[config.mk]
export PLATFORM = sky130hd
export DESIGN_NAME = dc_clock_divider
export DESIGN_NICKNAME = d
export VERILOG_FILES = /design/src/rtl/dc_div_pkg.sv /design/src/rtl/dc_cfg_shadow.sv /design/src/rtl/dc_phase_seq.sv /design/src/rtl/dc_duty_fix.sv /design/src/rtl/dc_clock_divider.sv
export SDC_FILE = /design/constraint.sdc
export NUM_CORES = 1
export LEC_CHECK = 0
export ABC_AREA = 1
export CAP_MARGIN = 40
export CELL_PAD_IN_SITES_DETAIL_PLACEMENT = 1
export CELL_PAD_IN_SITES_GLOBAL_PLACEMENT = 1
export CORE_UTILIZATION = 32
export CTS_CLUSTER_SIZE = 25
export DETAILED_ROUTE_END_ITERATION = 10
export GPL_TIMING_DRIVEN = 1
export PLACE_DENSITY = 0.64
export SYNTH_ARGS = -nofsm -noshare
export SYNTH_HDL_FRONTEND = slang
export SYNTH_HIERARCHICAL = 1
export SYNTH_SLANG_ARGS = --single-unit
[constraint.sdc]
create_clock -name clk_in -period 2.9 [get_ports clk_in]
set_clock_uncertainty 0.15 [all_clocks]
set_input_delay 0.58 -clock clk_in [delete_from_list [all_inputs] [get_ports clk_in]]
set_output_delay 0.58 -clock clk_in [all_outputs]
set_load 0.01 [all_outputs]
[src/rtl/dc_div_pkg.sv]
package dc_div_pkg;
  localparam int unsigned FIELD_W = 4;
  localparam int unsigned CNT_W   = FIELD_W + 1;

  typedef struct packed {
    logic [FIELD_W-1:0] hi_cnt;
    logic [FIELD_W-1:0] lo_cnt;
    logic [FIELD_W-1:0] delay;
    logic               start_hi;
    logic               bypass;
    logic               dcc_en;
  } div_cfg_t;
endpackage

[src/rtl/dc_cfg_shadow.sv]
module dc_cfg_shadow
  import dc_div_pkg::*;
(
  input  logic     clk,
  input  logic     sync_rst,
  input  div_cfg_t cfg_in,
  output div_cfg_t cfg_q
);
  // Settings are captured only during sync so a running pattern never sees a mid-period change.
  always_ff @(posedge clk) begin
    if (sync_rst) cfg_q <= cfg_in;
  end

  assert_cfg_frozen_R5: assert property (@(posedge clk) disable iff (sync_rst)
    !sync_rst |=> $stable(cfg_q));
endmodule

[src/rtl/dc_phase_seq.sv]
module dc_phase_seq
  import dc_div_pkg::*;
(
  input  logic     clk,
  input  logic     sync_rst,
  input  div_cfg_t cfg_in,
  input  div_cfg_t cfg_q,
  output logic     lvl
);
  logic [FIELD_W-1:0] dly_q;
  logic [CNT_W-1:0]   pos_q;
  logic [CNT_W-1:0]   last_pos;
  logic [CNT_W-1:0]   first_len;
  logic               in_delay;

  always_comb begin
    last_pos  = CNT_W'(cfg_q.hi_cnt) + CNT_W'(cfg_q.lo_cnt) + CNT_W'(1);
    first_len = cfg_q.start_hi ? CNT_W'(cfg_q.hi_cnt) + CNT_W'(1)
                               : CNT_W'(cfg_q.lo_cnt) + CNT_W'(1);
    in_delay  = (dly_q != cfg_q.delay);
  end

  always_ff @(posedge clk) begin
    if (sync_rst) begin
      dly_q <= '0;
      pos_q <= '0;
      lvl   <= cfg_in.start_hi;
    end else if (in_delay) begin
      dly_q <= dly_q + FIELD_W'(1);
      lvl   <= cfg_q.start_hi;
    end else begin
      lvl   <= (pos_q < first_len) ? cfg_q.start_hi : ~cfg_q.start_hi;
      pos_q <= (pos_q == last_pos) ? '0 : pos_q + CNT_W'(1);
    end
  end

  assert_sync_level_R1: assert property (@(posedge clk)
    sync_rst |=> (lvl == $past(cfg_in.start_hi)));

  assert_delay_hold_R2: assert property (@(posedge clk) disable iff (sync_rst)
    in_delay |=> $stable(lvl));

  assert_edge_at_boundary_R3: assert property (@(posedge clk) disable iff (sync_rst)
    (!in_delay && pos_q != '0 && pos_q != first_len) |=> $stable(lvl));

  assert_pos_in_range_R9: assert property (@(posedge clk) disable iff (sync_rst)
    pos_q <= last_pos);
endmodule

[src/rtl/dc_duty_fix.sv]
module dc_duty_fix
  import dc_div_pkg::*;
(
  input  logic     clk,
  input  logic     sync_rst,
  input  logic     lvl,
  input  div_cfg_t cfg_q,
  output logic     clk_out
);
  logic ext_q;
  logic dcc_on;

  // Falling-edge copy of the level; OR-ing it in stretches each high part by half a cycle.
  always_ff @(negedge clk) begin
    ext_q <= lvl;
  end

  always_comb begin
    dcc_on = cfg_q.dcc_en &&
             (CNT_W'(cfg_q.lo_cnt) == CNT_W'(cfg_q.hi_cnt) + CNT_W'(1));
    if (cfg_q.bypass) clk_out = clk;
    else              clk_out = lvl | (dcc_on & ext_q);
  end

  assert_ext_tracks_R7: assert property (@(posedge clk) disable iff (sync_rst)
    ext_q == lvl);
endmodule

[src/rtl/dc_clock_divider.sv]
module dc_clock_divider
  import dc_div_pkg::*;
(
  input  logic               clk_in,
  input  logic               sync_rst,
  input  logic [FIELD_W-1:0] cfg_high,
  input  logic [FIELD_W-1:0] cfg_low,
  input  logic [FIELD_W-1:0] cfg_delay,
  input  logic               cfg_start_high,
  input  logic               cfg_bypass,
  input  logic               cfg_dcc_en,
  output logic               clk_out
);
  div_cfg_t cfg_in;
  div_cfg_t cfg_q;
  logic     lvl;

  always_comb begin
    cfg_in.hi_cnt   = cfg_high;
    cfg_in.lo_cnt   = cfg_low;
    cfg_in.delay    = cfg_delay;
    cfg_in.start_hi = cfg_start_high;
    cfg_in.bypass   = cfg_bypass;
    cfg_in.dcc_en   = cfg_dcc_en;
  end

  dc_cfg_shadow u_shadow (
    .clk      (clk_in),
    .sync_rst (sync_rst),
    .cfg_in   (cfg_in),
    .cfg_q    (cfg_q)
  );

  dc_phase_seq u_seq (
    .clk      (clk_in),
    .sync_rst (sync_rst),
    .cfg_in   (cfg_in),
    .cfg_q    (cfg_q),
    .lvl      (lvl)
  );

  dc_duty_fix u_fix (
    .clk      (clk_in),
    .sync_rst (sync_rst),
    .lvl      (lvl),
    .cfg_q    (cfg_q),
    .clk_out  (clk_out)
  );
endmodule

==> impl_metrics.yaml, run 1 <==
power_and_ir_drop:
  sequentialPowerShare: 0.409
  p_int_mw: 0.797
  powerDensity_nw_per_um2: 562
  leakage_nw: 0.907
  p_sw_mw: 0.307
  swShare: 0.278
  ir_worst_vdd_mv: 0.230
  comb_power_share: 0.192
  p_clk_frac: 0.399
  total_power_mw: 1.10
grt:
  grt.total_usage: 0.144
  grt_pass1_vias: 1268
  antenna_found_initial: 0
  grt_max_degree: 16
  grt_pass1_wl_um: 5550
  grt_overflow: 0
setup_path:
  r2r_setup_slack_ns: 0.60
  critPathLaunchType: "register"
  arrival_ns: 2.92
  crit_top_cell: "nand2_1"
  crit_required_ns: 2.17
  rr_worst_depth: 13
  slowest_stage: "dfxtp_1"
  slowest_delay_ns: 0.30
  end_kind: "output port"
  crit_type: "reg -> out"
  cp_max_fo: 1
  rr_endpoint: "u_seq/lvl"
  reg2reg_from: "u_shadow/cfg_q[2]"
  crit_chain: "nand2_1, inv_1, nand2_1, nor2_1, nand2_1, nor2_1, nand2_1, a21oi_2, buf_2"
route:
  wl_per_cell_um: 11.3
  drt_wl_total_um: 3330
  detail_route.iter0.violations: 27
  drt_pass1_iterations: 4
  post-route-drc-count: 0
  final_antenna_net_count: 0
  vias: 1276
  viasPerCell: 4.34
hold_path:
  hold_depth: 2
  hold_class: "reg -> reg"
  hold_end: "u_seq/dly_q[3]"
  hold_start: "u_seq/dly_q[3]"
synth:
  syn_nets: 232
  synth_area_per_cell_um2: 7.89
  synth_edf_count: 15
  synth_top_family_by_area: "simple AND/OR/NAND/NOR gates"
  ys_seq_area_frac: 0.421
  synthArstFlopShare: 0
  syn_inst: 202
  yosys_warnings: 6
  ys.flop_type: "edfxtp_1"
  synth_seq_cells: 26
  synth.distinct_cells: 26
  muxShareOfSynthArea: 0
  synth_area_um2: 1590
  synthXorXnorAreaFrac: 0.0495
  synth_compound_area_frac: 0.0573
  yosys.area_share.simple: 0.293
  synth-adder-area-share: 0.107
clock_tree:
  postCtsHoldBufs: 0
  worstSkewPairLatency_ns: 0.38
  cts_tree: "yes"
  clkTransAtPathRegs_ns: 0.10
final_layout:
  drive_above_1_share: 0.106
  stdcell_area_um2: 1960
  antennaDiodeCount: 0
  syn2layout_area_growth_pct: 23.2
  nNetsFinal: 258
floorplanning:
  ios: 18
  num_rows: 25
  initial_core_util: 0.335
  die-area_um2: 5270
  dieWidth_um: 72.6
  die_h_um: 72.6
  core_region_area_um2: 4750
placement:
  portBuffers: 17
  placedInstanceArea_um2: 1860
  dp_slack_ns: -0.638
  gp_routability_congestion: 0.728
  hpwl_um: 2650
outcome:
  violations: "setup timing"
  status: "complete, but fails checks"
timing:
  timing.final.ws_setup_ns: -0.747
  hold_viol: 0
  whs_ns: 0.331
  setup_violations: 1
  worst_slew_pin_slew_ns: 0.274
  finalMaxSlewViolations: 0
  max-slew-margin-rel: 0.816
  rsz0062_at_grt: "true"
job:
  drv_cap: 0
==> synth_stat cells (2+ instances only) <==
cell type  instances  area share
o21ai_1            7       0.022
nand2_2            4       0.016
nor2_4             2       0.014
dfxtp_1           11        0.14
edfxtp_1          15        0.28
nor2_2             2      0.0078
nand3_1            9       0.028
xor2_1             6       0.033
nand4_1            3       0.012
nor2_1            16       0.038
ha_1              12       0.094
inv_1             26       0.061
nand2_1           64        0.15
xnor2_1            3       0.016
inv_2              4      0.0094
a21oi_1            8       0.025
==> power groups by stage <==
stage / logic [mW] / clock network [mW] / registers [mW]
2_1_floorplan: 0.153 / 0.0177 / 0.452
3_3_place_gp: 0.209 / 0.0296 / 0.460
3_5_place_dp: 0.213 / 0.0296 / 0.461
4_1_cts: 0.216 / 0.455 / 0.452
5_1_grt: 0.245 / 0.479 / 0.457
6_report: 0.212 / 0.441 / 0.451
==> cell type report <==
cell class,count,area (um2)
Fill cell,594,2790
Multi-Input combinational cell,145,807
Sequential cell,26,671
Timing Repair Buffer,17,168
Inverter,30,113
Clock buffer,7,87.6
Tap cell,67,83.8
Clock inverter,2,33.8
==> worst max-delay path: cells and delay by family, from the launching register on <==
family | cells | cell delay [ns]
and+or+nand+nor | 6 | 0.38
DFF | 1 | 0.30
buffers and inverters | 2 | 0.19
AOI/OAI and AO/OA | 1 | 0.14
==> per-layer routing <==
| layer | wire, um | global-route usage | vias to the layer above |
|---|---|---|---|
| li1 | - | - | 689 |
| met1 | 1610 | 0.174 | 569 |
| met2 | 1590 | 0.231 | 13 |
| met5 | 0 | 0 | - |
| met4 | 34 | 0.0566 | 0 |
| met3 | 94 | 0.0566 | 5 |
==> worst max-delay path by stage <==
stage / start / to / cells after the start
finish: u_fix/ext_q / clk_out / 9
global route: u_fix/ext_q / clk_out / 9
CTS: u_fix/ext_q / clk_out / 9
detailed placement: u_fix/ext_q / clk_out / 9
global placement: u_fix/ext_q / clk_out / 9
floorplan: u_fix/ext_q / clk_out / 8
==> state kept, by name, summed over array words and instances, names as in the netlist <==
name,cells
u_shadow/cfg_q,15
u_seq/pos_q,5
u_seq/dly_q,4
u_fix/ext_q,1
u_seq/lvl,1
==> placed cells by master, fill, tap and decap left out <==
cell,synthesis,routed
nor2_4,2,2
inv_1,26,26
edfxtp_1,15,15
nand4_1,3,3
or2_1,1,1
clkinv_1,1,1
o21ai_1,7,7
and3_1,1,1
clkdlybuf4s50_1,0,16
xor2_1,6,6
o21a_1,1,1
inv_2,4,4
clkbuf_8,0,6
nand3_1,9,9
a21oi_1,8,8
nand2_1,64,64
fa_1,1,1
nor2_2,2,2
buf_2,0,1
bufinv_16,0,1
dfxtp_1,11,11
buf_4,0,1
nor2_1,16,16
nand3b_1,1,1
nand2_4,1,1
nor3_1,1,1
a21oi_2,1,1
or2_2,1,1
ha_1,12,12
xnor2_1,3,3
nand2_2,4,4
==> per-stage QoR <==
stage / TNS, ns / std cells / util
floorplan: -0.0944 / 202 / -
global placement: -0.582 / 287 / 0.390
detailed placement: -0.638 / 287 / 0.390
CTS: -0.823 / 294 / 0.413
global route: -0.933 / 294 / 0.413
finish: -0.747 / 294 / 0.413
==> cells by family (layout without fill, tap and decap cells) <==
logic type	Yosys count	count (layout)
and+or+nand+nor	106	106
AOI/OAI and AO/OA	17	17
adders and majority gates	13	13
DFF	26	26
buffers and inverters	31	56
xor gates and xnor gates	9	9
==> what timing repair did <==
item / CTS / global route
gates resized for setup: 4 / 0
setup buffers: 0 / 0
pin swaps: 1 / 1
cloned: 0 / 0
endpoints found under the setup margin: 1 / 1
Power figures use the tool's default switching activity.
==> inputs of run 2 (changes only) <==
--- a/config.mk
+++ b/config.mk
@@ -14,6 +14,7 @@
 export DETAILED_ROUTE_END_ITERATION = 10
 export GPL_TIMING_DRIVEN = 1
 export PLACE_DENSITY = 0.64
+export SKIP_CTS_REPAIR_TIMING = 1
 export SYNTH_ARGS = -nofsm -noshare
 export SYNTH_HDL_FRONTEND = slang
 export SYNTH_HIERARCHICAL = 1
==> results of run 2 <==
The final DEF is identical to that of run 1; final timing and power are the same.
Among the figures that moved: wire length of the first global-routing pass 5550 um -> 5540 um; via count of the first global-routing pass 1268 -> 1263; met3 usage 0.0566 -> 0.0552
